[config.mk]
export PLATFORM = sky130hd
export DESIGN_NAME = wdt_core
export DESIGN_NICKNAME = d
export VERILOG_FILES = /design/src/rtl/wdt_pkg.sv /design/src/rtl/wdt_tick_gen.sv /design/src/rtl/wdt_clear_ctl.sv /design/src/rtl/wdt_counter.sv /design/src/rtl/wdt_ctrl_reg.sv /design/src/rtl/wdt_core.sv
export SDC_FILE = /design/constraint.sdc
export NUM_CORES = 1
export LEC_CHECK = 0
export ABC_AREA = 1
export BUFFER_PORTS_ARGS = -buffer_cell sky130_fd_sc_hd__buf_2
export CAP_MARGIN = 25
export CELL_PAD_IN_SITES_DETAIL_PLACEMENT = 1
export CELL_PAD_IN_SITES_GLOBAL_PLACEMENT = 1
export CORE_AREA = 2 2 77 79
export DETAILED_ROUTE_END_ITERATION = 8
export DIE_AREA = 0 0 79 81
export MAX_ROUTING_LAYER = met4
export PLACE_DENSITY_LB_ADDON = 0.1
export SYNTH_ARGS = -nofsm -noshare
export SYNTH_HDL_FRONTEND = slang
export SYNTH_SLANG_ARGS = --single-unit
[constraint.sdc]
create_clock -name clk -period 4.3 [get_ports clk]
set_input_delay 0.215 -clock clk [delete_from_list [all_inputs] [get_ports clk]]
set_output_delay 0.215 -clock clk [all_outputs]
set_load 0.01 [all_outputs]
[src/rtl/wdt_pkg.sv]
package wdt_pkg;
  typedef enum logic [1:0] {
    SRC_OSC   = 2'd0,
    SRC_RTC   = 2'd1,
    SRC_INSTR = 2'd2,
    SRC_NONE  = 2'd3
  } wdt_src_e;

  localparam int unsigned CTRL_W = 8;
  localparam int unsigned SEL_W  = 3;
  localparam logic [CTRL_W-1:0] CTRL_RESET = 8'h07;
endpackage

[src/rtl/wdt_tick_gen.sv]
module wdt_tick_gen
  import wdt_pkg::*;
#(
  parameter int unsigned DIV_BITS = 2
) (
  input  logic     clk,
  input  logic     rst_n,
  input  logic     enable,
  input  wdt_src_e src,
  input  logic     rtc_mode,
  input  logic     osc_tick,
  input  logic     rtc_tick,
  input  logic     restart,
  output logic     tick
);
  logic [DIV_BITS-1:0] phase;

  // instruction-rate divider, restarted with the count
  always_ff @(posedge clk or negedge rst_n) begin
    if (!rst_n) begin
      phase <= '0;
    end else if (!enable || restart) begin
      phase <= '0;
    end else begin
      phase <= phase + 1'b1;
    end
  end

  always_comb begin
    unique case (src)
      SRC_OSC:   tick = osc_tick;
      SRC_RTC:   tick = rtc_tick & rtc_mode;
      SRC_INSTR: tick = (phase == '1);
      default:   tick = 1'b0;
    endcase
  end
endmodule

[src/rtl/wdt_clear_ctl.sv]
module wdt_clear_ctl #(
  parameter int unsigned NCMD = 2
) (
  input  logic            clk,
  input  logic            rst_n,
  input  logic            enable,
  input  logic            dual,
  input  logic [NCMD-1:0] cmd,
  input  logic            halt,
  output logic            clear
);
  logic [NCMD-1:0] pend;
  logic [NCMD-1:0] seen;
  logic            pair_done;
  logic            any_cmd;

  assign seen      = pend | cmd;
  assign pair_done = &seen;
  assign any_cmd   = |cmd;
  assign clear     = enable & (halt | (dual ? pair_done : any_cmd));

  for (genvar i = 0; i < NCMD; i++) begin : g_pend
    always_ff @(posedge clk or negedge rst_n) begin
      if (!rst_n) begin
        pend[i] <= 1'b0;
      end else if (!enable || !dual || clear) begin
        pend[i] <= 1'b0;
      end else if (cmd[i]) begin
        pend[i] <= 1'b1;
      end
    end
  end
endmodule

[src/rtl/wdt_counter.sv]
module wdt_counter #(
  parameter int unsigned BASE_BITS = 8,
  parameter int unsigned SEL_BITS  = 3
) (
  input  logic                clk,
  input  logic                rst_n,
  input  logic                enable,
  input  logic                clear,
  input  logic                tick,
  input  logic [SEL_BITS-1:0] ws,
  output logic                timeout
);
  localparam int unsigned PS_W = (1 << SEL_BITS) - 1;

  logic [BASE_BITS-1:0] base_q;
  logic [PS_W-1:0]      ps_q;
  logic [PS_W:0]        thr;
  logic                 base_wrap;
  logic                 terminal;

  // prescaler terminal level is ratio - 1
  assign thr       = ({{PS_W{1'b0}}, 1'b1} << ws) - 1'b1;
  assign base_wrap = (base_q == '1);
  assign terminal  = base_wrap && ({1'b0, ps_q} >= thr);

  always_ff @(posedge clk or negedge rst_n) begin
    if (!rst_n) begin
      base_q  <= '0;
      ps_q    <= '0;
      timeout <= 1'b0;
    end else begin
      timeout <= 1'b0;
      if (!enable || clear) begin
        base_q <= '0;
        ps_q   <= '0;
      end else if (tick) begin
        if (terminal) begin
          base_q  <= '0;
          ps_q    <= '0;
          timeout <= 1'b1;
        end else if (base_wrap) begin
          base_q <= '0;
          ps_q   <= ps_q + 1'b1;
        end else begin
          base_q <= base_q + 1'b1;
        end
      end
    end
  end
endmodule

[src/rtl/wdt_ctrl_reg.sv]
module wdt_ctrl_reg
  import wdt_pkg::*;
(
  input  logic              clk,
  input  logic              rst_n,
  input  logic              we,
  input  logic [CTRL_W-1:0] wdata,
  output logic [CTRL_W-1:0] q
);
  always_ff @(posedge clk or negedge rst_n) begin
    if (!rst_n) begin
      q <= CTRL_RESET;
    end else if (we) begin
      q <= wdata;
    end
  end
endmodule

[src/rtl/wdt_core.sv]
module wdt_core
  import wdt_pkg::*;
#(
  parameter int unsigned BASE_BITS = 8,
  parameter int unsigned DIV_BITS  = 2,
  parameter int unsigned NCMD      = 2
) (
  input  logic              clk,
  input  logic              rst_n,
  input  logic              opt_wdt_en,
  input  logic [1:0]        opt_src,
  input  logic              opt_rtc_mode,
  input  logic              opt_dual_clr,
  input  logic              osc_tick,
  input  logic              rtc_tick,
  input  logic [NCMD-1:0]   clr_cmd,
  input  logic              halt,
  input  logic              reg_we,
  input  logic [CTRL_W-1:0] reg_wdata,
  output logic [CTRL_W-1:0] reg_rdata,
  output logic              timeout
);
  logic clear;
  logic tick;

  wdt_ctrl_reg u_reg (
    .clk   (clk),
    .rst_n (rst_n),
    .we    (reg_we),
    .wdata (reg_wdata),
    .q     (reg_rdata)
  );

  wdt_clear_ctl #(.NCMD(NCMD)) u_clr (
    .clk    (clk),
    .rst_n  (rst_n),
    .enable (opt_wdt_en),
    .dual   (opt_dual_clr),
    .cmd    (clr_cmd),
    .halt   (halt),
    .clear  (clear)
  );

  wdt_tick_gen #(.DIV_BITS(DIV_BITS)) u_tick (
    .clk      (clk),
    .rst_n    (rst_n),
    .enable   (opt_wdt_en),
    .src      (wdt_src_e'(opt_src)),
    .rtc_mode (opt_rtc_mode),
    .osc_tick (osc_tick),
    .rtc_tick (rtc_tick),
    .restart  (clear),
    .tick     (tick)
  );

  wdt_counter #(.BASE_BITS(BASE_BITS), .SEL_BITS(SEL_W)) u_cnt (
    .clk     (clk),
    .rst_n   (rst_n),
    .enable  (opt_wdt_en),
    .clear   (clear),
    .tick    (tick),
    .ws      (reg_rdata[SEL_W-1:0]),
    .timeout (timeout)
  );
endmodule

Word level (Yosys, flattened, before mapping). Cells that the tools add are included. Widths: inputs -> output; s select.

Register bits: 28. Bits of input ports: 21. Output and inout bits: 9. Word-level logic and storage cells: 53.

Add/subtract/negate cells: 4. Magnitude comparators: 1. Eq/ne operators: 4. Shift operators: 1. Mux-type cells: 18. Bitwise gates (word level): 4. Reduce and logical (&&, ||, !) cells: 14.

Operators by type and width (number): $mux 8 (4); $mux 7 (4); $add 8x1->8 const B (1); $eq 8x8->1 const B (1); $ge 7x8->1 (1); $mux 1 (8); $shl 1x3->8 const A (1); $sub 8x1->8 const B (1); $add 7x1->7 const B (1); $reduce_bool 2->1 (3); $eq 2x2->1 const B (2); $reduce_and 2->1 (2); $logic_or 1x1->1 (3); $pmux 1 s3 (1); $reduce_bool 3->1 (1); $add 2x1->2 const B (1); $and 1x1->1 (2); $eq 2x1->1 const B (1); $logic_not 1->1 (2); $logic_not 2->1 (1); $mux 2 (1); $or 2x2->2 (1); $reduce_or 2->1 (1); $logic_and 1x1->1 (1); $or 1x1->1 (1).

Logic depth before layout (Yosys ltp). Gate-level depths: netlist of the first run.

Word-level depth: 8. Mapped depth: 13. Depth with buffers taken out: 13.

Hierarchy. From an unflattened synthesis of the first run, not the netlist that was laid out.

Cells, all modules: 221. Area total of the unflattened synthesis: 1659.1 um^2.

Modules (own cells, without submodules): wdt_counter (times used 1, cells an instance 150, area an instance 1088.5 um^2, sequential area each 400.4 um^2); wdt_ctrl_reg (times used 1, cells an instance 34, area an instance 309.0 um^2, sequential area each 203.9 um^2); wdt_clear_ctl (times used 1, cells an instance 22, area an instance 140.1 um^2, sequential area each 50.0 um^2); wdt_tick_gen (times used 1, cells an instance 15, area an instance 121.4 um^2, sequential area each 50.0 um^2).

Worst setup path before layout of the first run. OpenSTA, ideal clock, no wires.

Path type: reg-to-reg. Start point: register u_reg.q[2]. End point: register u_cnt.ps_q[0]. Library setup time: 0.065 ns. Data arrival time: 1.554 ns. Slack: 2.681 ns. Stages on the path, launching flop included: 12. Period minus slack after synthesis: 1.619 ns. Cell sequence: dfstp_2 inv_1 ha_1 nand2_1 nor2_1 nor2_1 nand2_1 nand2_1 nand2_1 nand2_1 nand4_1 nand2_1.

Cells in the longest elaborated chain, start to end: 7. Elaborated cells on any way between the ends: 9. Those cells by class: add/sub (1); order compare (1); shift (1); mux (3); reduce/logical (3).

Ends and longest elaborated chain: start, declared (line wdt_ctrl_reg.sv:8) `output logic [CTRL_W-1:0] q`; start signal, assigned (line wdt_ctrl_reg.sv:14) `q <= wdata;`; $shl 1x3->8 * (line wdt_counter.sv:22) `assign thr = ({{PS_W{1'b0}}, 1'b1} << ws) - 1'b1;`; $sub 8x1->8 * (line wdt_counter.sv:22); $ge 7x8->1 * (line wdt_counter.sv:24) `assign terminal = base_wrap && ({1'b0, ps_q} >= thr);`; $logic_and 1x1->1 * (line wdt_counter.sv:24); $mux 7 (line wdt_counter.sv:37) `if (terminal) begin`; $mux 7 (line wdt_counter.sv:36) `end else if (tick) begin`; $mux 7 (line wdt_counter.sv:33) `if (!enable || clear) begin`; end signal, assigned (line wdt_counter.sv:43) `ps_q <= ps_q + 1'b1;`; end, declared (line wdt_counter.sv:16) `logic [PS_W-1:0] ps_q;`.

Mark *: on every way between the ends. The rest lies on a longest branch, timed or not. The select of a mux whose other input is x is not followed. A chain may end at the register's enable or synchronous reset.

Final worst setup path of the first run.
Start point: register u_reg.q[2]. End point: register u_cnt.ps_q[3].

Same word-level chain as after synthesis.

==> results of run 1 <==
-- where the power goes --
part / total (mW) / switching, mW / internal [mW]
clock: 0.152 / 0.0856 / 0.0666
sequential: 0.284 / 0.00853 / 0.275
combinational: 0.0713 / 0.0423 / 0.0289
total: 0.507 / 0.136 / 0.371
-- area by class of cell --
type / instances / share of cell area
clock buffer: 4 / 0.0237
inverter: 27 / 0.0534
multi-input combinational: 142 / 0.420
sequential: 28 / 0.371
tap: 75 / 0.0495
timing repair buffer: 30 / 0.0818
-- cells by family after synthesis --
logic type / after synthesis / share of synthesized area
AO/OA/AOI/OAI: 20 / 0.0720
XOR/XNOR: 3 / 0.0161
adder cells (fa/ha/maj): 10 / 0.0766
buffers and inverters: 31 / 0.0805
flip-flops: 28 / 0.431
multiplexers: 6 / 0.0414
AND/OR/NAND/NOR: 103 / 0.282
-- layout by cell type (no fill, tap or decap) --
cell and instances:
mux2_2 6, nor2_2 2, ha_1 10, buf_2 29, clkbuf_8 3, xor2_1 3
nand4_1 9, nand3_2 1, a31o_2 1, nand2_2 8, dfrtp_1 25, inv_2 2
a21o_1 1, nor3_1 2, clkinv_1 1, dfstp_2 3, clkbuf_1 1, nand2_1 48
o21ai_4 1, nand3_1 8, dlygate4sd3_1 1, a21oi_1 8, o21ai_1 4, nor2_1 24
inv_1 24, o21ai_0 5, nor2_4 1
-- state kept, by name (all words and copies together) (netlist names) --
register	flops
u_reg.q	8
u_clr.pend	2
u_cnt.timeout	1
u_tick.phase	2
u_cnt.ps_q	7
u_cnt.base_q	8
-- layer usage --
layer	vias to the layer above	wire length, um	global-route usage
met5	-	0	-
met4	0	15	0.0310
met3	2	126	0.0222
met2	23	1650	0.202
met1	644	1910	0.188
li1	702	-	-
-- worst max path at each step --
stage	to	start
finish	u_cnt.ps_q[3]$_DFFE_PN0P_	u_reg.q[2]$_DFFE_PN1P_
global route	u_cnt.ps_q[0]$_DFFE_PN0P_	u_reg.q[2]$_DFFE_PN1P_
CTS	u_cnt.ps_q[0]$_DFFE_PN0P_	u_reg.q[2]$_DFFE_PN1P_
detailed placement	u_cnt.ps_q[3]$_DFFE_PN0P_	u_reg.q[2]$_DFFE_PN1P_
global placement	u_cnt.ps_q[0]$_DFFE_PN0P_	u_reg.q[2]$_DFFE_PN1P_
floorplan	u_cnt.ps_q[0]$_DFFE_PN0P_	u_reg.q[2]$_DFFE_PN1P_
-- worst max-delay path, stage by stage (launching register included) --
cell     delay [ps]
dfstp_2         600
inv_1            70
ha_1            300
nand2_1          90
nor2_1           50
nor2_1           70
nand2_1          70
nand2_1          60
nand2_1          50
nand2_1         200
nand4_1         130
nand2_1          80
==> impl_metrics.env, run 1 <==
export IMPL_result_of_the_run="complete, no violations"
export IMPL_final_min_clock_period_ps=1830
export IMPL_post_synthesis_sequential_element_count=28
export IMPL_synthDistinctLibCells=26
export IMPL_route_detailed_drc=0
export IMPL_final_max_slew_violation_count=0
export IMPL_worstSetupStartpointType="flip-flop"
export IMPL_place_detailed_instances=301
export IMPL_cellPowerDensity_mw_per_mm2=267
export IMPL_vias_per_cell=4.48
export IMPL_worst_r2r_startpoint="u_reg.q[2]$_DFFE_PN1P_"
export IMPL_fp_dieW_um=79
export IMPL_vdd_ir_drop_worst_uv=116
export IMPL_htree_num_levels=1
export IMPL_holdCritStartpoint="reg_wdata[0]"
export IMPL_register_area_um2=704
export IMPL_tritoncts_num_buffers=3
export IMPL_final_hold_viol_count=0
export IMPL_cts_setup_buffers=0
export IMPL_fill_cells=710
export IMPL_cts_root_buffer_cell="clkbuf_8"
export IMPL_ys_flop_type="dfrtp_1"
export IMPL_cp_data_arrival_time_ps=2060
export IMPL_detail_route_antenna_nets=0
export IMPL_reg2reg_path_depth=11
export IMPL_hold_buffer_count_at_cts=1
export IMPL_cts_sinks=28
export IMPL_grt_start_max_net_pins=29
export IMPL_post_layout_nonfiller_instances=306
export IMPL_timing_max_cap_violations=0
export IMPL_synthesis_area_per_instance_um2=8.12
export IMPL_clock_latency_ps=280
export IMPL_wl_per_cell_um=12.1
export IMPL_timing_hold_worst_class="input pin to flip-flop"
export IMPL_setup_slack_ps=2470
export IMPL_syn_instance_count=201
export IMPL_max_clock_path_buffers=2
export IMPL_synth_enable_flop_cells=0
export IMPL_end_kind="flip-flop"
export IMPL_cts_tree="done"
export IMPL_rsz0062_at_grt="no"
export IMPL_number_of_warnings_issued_by_yosys=0
export IMPL_rr_endpoint="u_cnt.ps_q[3]$_DFFE_PN0P_"
export IMPL_multi_input_comb_area_um2=797
export IMPL_design_core_area_mm2=0.00568
export IMPL_timing_worst_slew_pin_value_ps=664
export IMPL_synth_fp_nets=232
export IMPL_fin_tns_setup_ps=0
export IMPL_die_height_um=81
export IMPL_placement_io_buffers=29
export IMPL_place_ws_ps=2460
export IMPL_via_count_of_the_first_global_routing_pass=1422
export IMPL_netlist_area_leader_share=0.383
export IMPL_finalInstanceArea_mm2=0.00190
export IMPL_vias=1371
export IMPL_worst_hold_endpoint="u_reg.q[0]$_DFFE_PN1P_"
export IMPL_drt_first_pass_iters=4
export IMPL_cell_type_contributing_the_most_total_cell_area_after_synthesis="dfrtp_1"
export IMPL_start_util=0.288
export IMPL_area_growth_from_synthesis_to_layout_pct=16.2
export IMPL_post_synth_main_area_contributors="dfrtp_1 (38%), nand2_1 (11%), ha_1 (7.7%)"
export IMPL_antenna_cells_inserted=0
export IMPL_share_of_synthesized_flip_flops_with_an_asynchronous_set_or_reset=1.00
export IMPL_die_area_mm2=0.00640
export IMPL_wire_length_of_the_first_global_routing_pass_um=6610
export IMPL_post_synth_instance_area_mm2=0.00163
export IMPL_p_leak_nw=0.989
export IMPL_floorplan_rows=28
export IMPL_yosys_cell_count_top_type="nand2_1"
export IMPL_clk_pin_slew_ps=100
export IMPL_gr_usage_all_layers=0.134
export IMPL_drt_iter0_drc=65
export IMPL_clock_skew_final_ps=4.98
export IMPL_io_pins=30
export IMPL_wirelength_routed_um=3710
export IMPL_max_clock_freq_mhz=545
export IMPL_grt_overflow_total=0
export IMPL_detailed_place_area_mm2=0.00184
export IMPL_grt_antenna_before_repair=0
export IMPL_layout_core_utilization=0.334
export IMPL_worstHoldPathCells=3
export IMPL_nNetsFinal=263
export IMPL_flop2flop_setup_slack_ps=2470
export IMPL_ctsResizeCount=0
export IMPL_detailed_place_hpwl_um=2810
export IMPL_post_route_cells_drive_above_1_share=0.247
export IMPL_gp_congestion=0.747
export IMPL_timing_critical_path_fanout_max=8
export IMPL_crit_type="flip-flop to flip-flop"
export IMPL_synth_cells_most_frequent="nand2_1 (48), dfrtp_1 (25), inv_1 (24), nor2_1 (24), ha_1 (10)"
export IMPL_max_slew_margin_rel=0.557
export IMPL_required_time_of_the_critical_path_ps=4520
export IMPL_yosysSeqAreaShare=0.431
export IMPL_design_power_total_mw=0.507
export IMPL_timing_final_setup_violations=0
export IMPL_finalHoldWorstSlack_ps=143
export IMPL_final_min_period_over_clock_period=0.427
(Power assumes the default switching activity.)
==> inputs of run 2 (changes only) <==
==> constraint.sdc (replaced) <==
create_clock -name clk -period 1.5 [get_ports clk]
set_input_delay 0.075 -clock clk [delete_from_list [all_inputs] [get_ports clk]]
set_output_delay 0.075 -clock clk [all_outputs]
set_load 0.01 [all_outputs]
==> impl_metrics.env, run 2 (same netlist as run 1, synthesis figures left out) <==
export IMPL_top_regs="u_cnt.base_q: 8 flops, u_reg.q: 8 flops, u_cnt.ps_q: 7 flops"
export IMPL_p_sw_frac=0.252
export IMPL_timing_critical_path_slowest_stage_cell="dfstp_2"
export IMPL_start_util=0.288
export IMPL_timing_final_setup_violations=8
export IMPL_route_detailed_drc=0
export IMPL_failed_checks="setup timing"
export IMPL_htree_num_levels=1
export IMPL_holdCritStartpoint="reg_wdata[5]"
export IMPL_critPathMostFrequentCell="nand2_1"
export IMPL_final_hold_viol_count=0
export IMPL_final_min_period_over_clock_period=1.13
export IMPL_timing_worst_slew_pin_value_ps=677
export IMPL_cts_sinks=28
export IMPL_clk_pin_slew_ps=110
export IMPL_power_share_combinational=0.165
export IMPL_register_area_um2=704
export IMPL_vias=1513
export IMPL_intPower_mw=1.29
export IMPL_setup_slack_ps=-197
export IMPL_clock_skew_final_ps=5.32
export IMPL_antenna_cells_inserted=0
export IMPL_gp_congestion=0.719
export IMPL_area_growth_from_synthesis_to_layout_pct=36.8
export IMPL_grt_antenna_before_repair=0
export IMPL_drt_first_pass_iters=4
export IMPL_p_leak_nw=1.18
export IMPL_clock_latency_ps=290
export IMPL_timing_max_cap_violations=0
export IMPL_timing_critical_path_fanout_max=8
export IMPL_io_pins=30
export IMPL_gr_usage_all_layers=0.144
export IMPL_rsz0062_at_grt="yes"
export IMPL_die_area_mm2=0.00640
export IMPL_crit_family="simple AND/OR/NAND/NOR gates"
export IMPL_worst_r2r_startpoint="u_reg.q[2]$_DFFE_PN1P_"
export IMPL_reg2reg_path_depth=11
export IMPL_detailed_place_hpwl_um=3070
export IMPL_multi_input_comb_area_um2=840
export IMPL_wire_length_of_the_first_global_routing_pass_um=6910
export IMPL_flop2flop_setup_slack_ps=-200
export IMPL_fp_dieW_um=79
export IMPL_cp_data_arrival_time_ps=1930
export IMPL_seq_power_share=0.471
export IMPL_crit_path_cells="nor2_2, ha_1, nand2_1, nor2_2, nor2_1, nand2_1, nand2_1, nand2_2, nand2_4, nand4_1, nand2_1"
export IMPL_timing_hold_worst_class="input pin to flip-flop"
export IMPL_crit_type="flip-flop to flip-flop"
export IMPL_nNetsFinal=296
export IMPL_drt_iter0_drc=38
export IMPL_grt_overflow_total=0
export IMPL_critical_path_cell_count=11
export IMPL_design_power_total_mw=1.72
export IMPL_max_slew_margin_rel=0.549
export IMPL_die_height_um=81
export IMPL_worstSetupStartpointType="flip-flop"
export IMPL_final_min_clock_period_ps=1700
export IMPL_worstHoldPathCells=2
export IMPL_grt_start_max_net_pins=29
export IMPL_floorplan_rows=28
export IMPL_finalHoldWorstSlack_ps=10.8
export IMPL_via_count_of_the_first_global_routing_pass=1477
export IMPL_cpPeakStageDelay_ps=620
export IMPL_clkPwrFrac=0.364
export IMPL_place_detailed_instances=324
export IMPL_power_switching_mw=0.434
export IMPL_required_time_of_the_critical_path_ps=1730
export IMPL_layout_core_utilization=0.394
export IMPL_tritoncts_num_buffers=3
export IMPL_cts_tree="done"
export IMPL_post_route_cells_drive_above_1_share=0.379
export IMPL_wl_per_cell_um=12.0
export IMPL_result_of_the_run="complete, but fails checks"
export IMPL_max_clock_freq_mhz=589
export IMPL_design_core_area_mm2=0.00568
export IMPL_buffers_inverters_on_critical_path=0
export IMPL_max_clock_path_buffers=2
export IMPL_final_max_slew_violation_count=0
export IMPL_worstSetupStartpoint="u_reg.q[2]$_DFFE_PN1P_"
export IMPL_worst_hold_endpoint="u_reg.q[5]$_DFFE_PN0P_"
export IMPL_cellPowerDensity_mw_per_mm2=771
export IMPL_vias_per_cell=4.46
export IMPL_rr_endpoint="u_cnt.ps_q[1]$_DFFE_PN0P_"
export IMPL_most_common_cell_after_layout_fill_and_taps_aside="nand2_1"
export IMPL_fill_cells=719
export IMPL_cts_root_buffer_cell="clkbuf_8"
export IMPL_detail_route_antenna_nets=0
export IMPL_layout_cells_most_common_list="nand2_1 (45), buf_2 (29), buf_4 (27)"
export IMPL_wirelength_routed_um=4070
export IMPL_vdd_ir_drop_worst_uv=340
export IMPL_post_layout_nonfiller_instances=339
export IMPL_placement_io_buffers=29
export IMPL_end_kind="flip-flop"
export IMPL_place_ws_ps=-286
==> run 2: cell count changes in the layout (fill, tap and decap cells not counted), sizes merged <==
cell,previous run,this run
buf,29,58
bufinv,0,1
clkbuf,4,3
dlygate4sd3,1,5
==> run 2: worst register-to-register path, stage by stage, from the launching register on <==
cell,delay (ps)
dfstp_2,620
nor2_2,60
ha_1,280
nand2_1,90
nor2_2,30
nor2_1,90
nand2_1,70
nand2_1,70
nand2_2,60
nand2_4,100
nand4_1,90
nand2_1,70
==> run 2: power by group through the flow <==
stage	registers, mW	clock network (mW)	logic, mW
final	0.810	0.627	0.285
after global routing	0.815	0.680	0.323
after CTS	0.812	0.649	0.259
after detailed placement	0.826	0	0.250
after global placement	0.825	0	0.247
after floorplan	0.836	0	0.115
==> run 2: through the flow <==
| step | TNS (ps) | area (um^2) |
|---|---|---|
| 6_report | -1490 | 2230 |
| 5_1_grt | -2590 | 2230 |
| 4_1_cts | -1810 | 2140 |
| 3_5_place_dp | -2230 | 2030 |
| 3_3_place_gp | -1670 | 2030 |
| 2_1_floorplan | -523 | 1650 |
==> run 2: metal layers <==
metal | GRT usage | routed length [um] | vias up
met5 | - | 0 | -
met4 | 0.0517 | 51 | 0
met3 | 0.0222 | 169 | 4
met2 | 0.225 | 1870 | 32
met1 | 0.191 | 1980 | 708
li1 | - | - | 769
==> run 2: area by class of cell <==
cell class | instances | area share
clock buffer | 3 | 0.0185
clock inverter | 1 | 0.0134
inverter | 27 | 0.0465
multi-input combinational | 142 | 0.376
sequential | 28 | 0.315
tap | 75 | 0.0420
timing repair buffer | 63 | 0.188
==> run 2: how the worst max path moves through the flow <==
stage,end,slack [ps]
CTS,u_cnt.ps_q[1]$_DFFE_PN0P_,-240
floorplan,u_cnt.ps_q[2]$_DFFE_PN0P_,-70
global route,u_cnt.ps_q[0]$_DFFE_PN0P_,-350
detailed placement,u_cnt.ps_q[4]$_DFFE_PN0P_,-290
finish,u_cnt.ps_q[1]$_DFFE_PN0P_,-200
global placement,u_cnt.ps_q[3]$_DFFE_PN0P_,-240
==> run 2: repair_timing <==
item / in CTS / in global routing
endpoints found under the setup margin: 8 / 16
setup buffers: 1 / 5
pin swaps: 2 / 2
endpoints found under the hold margin: 26 / 3
gates resized for setup: 2 / 11
hold buffers: 2 / 3
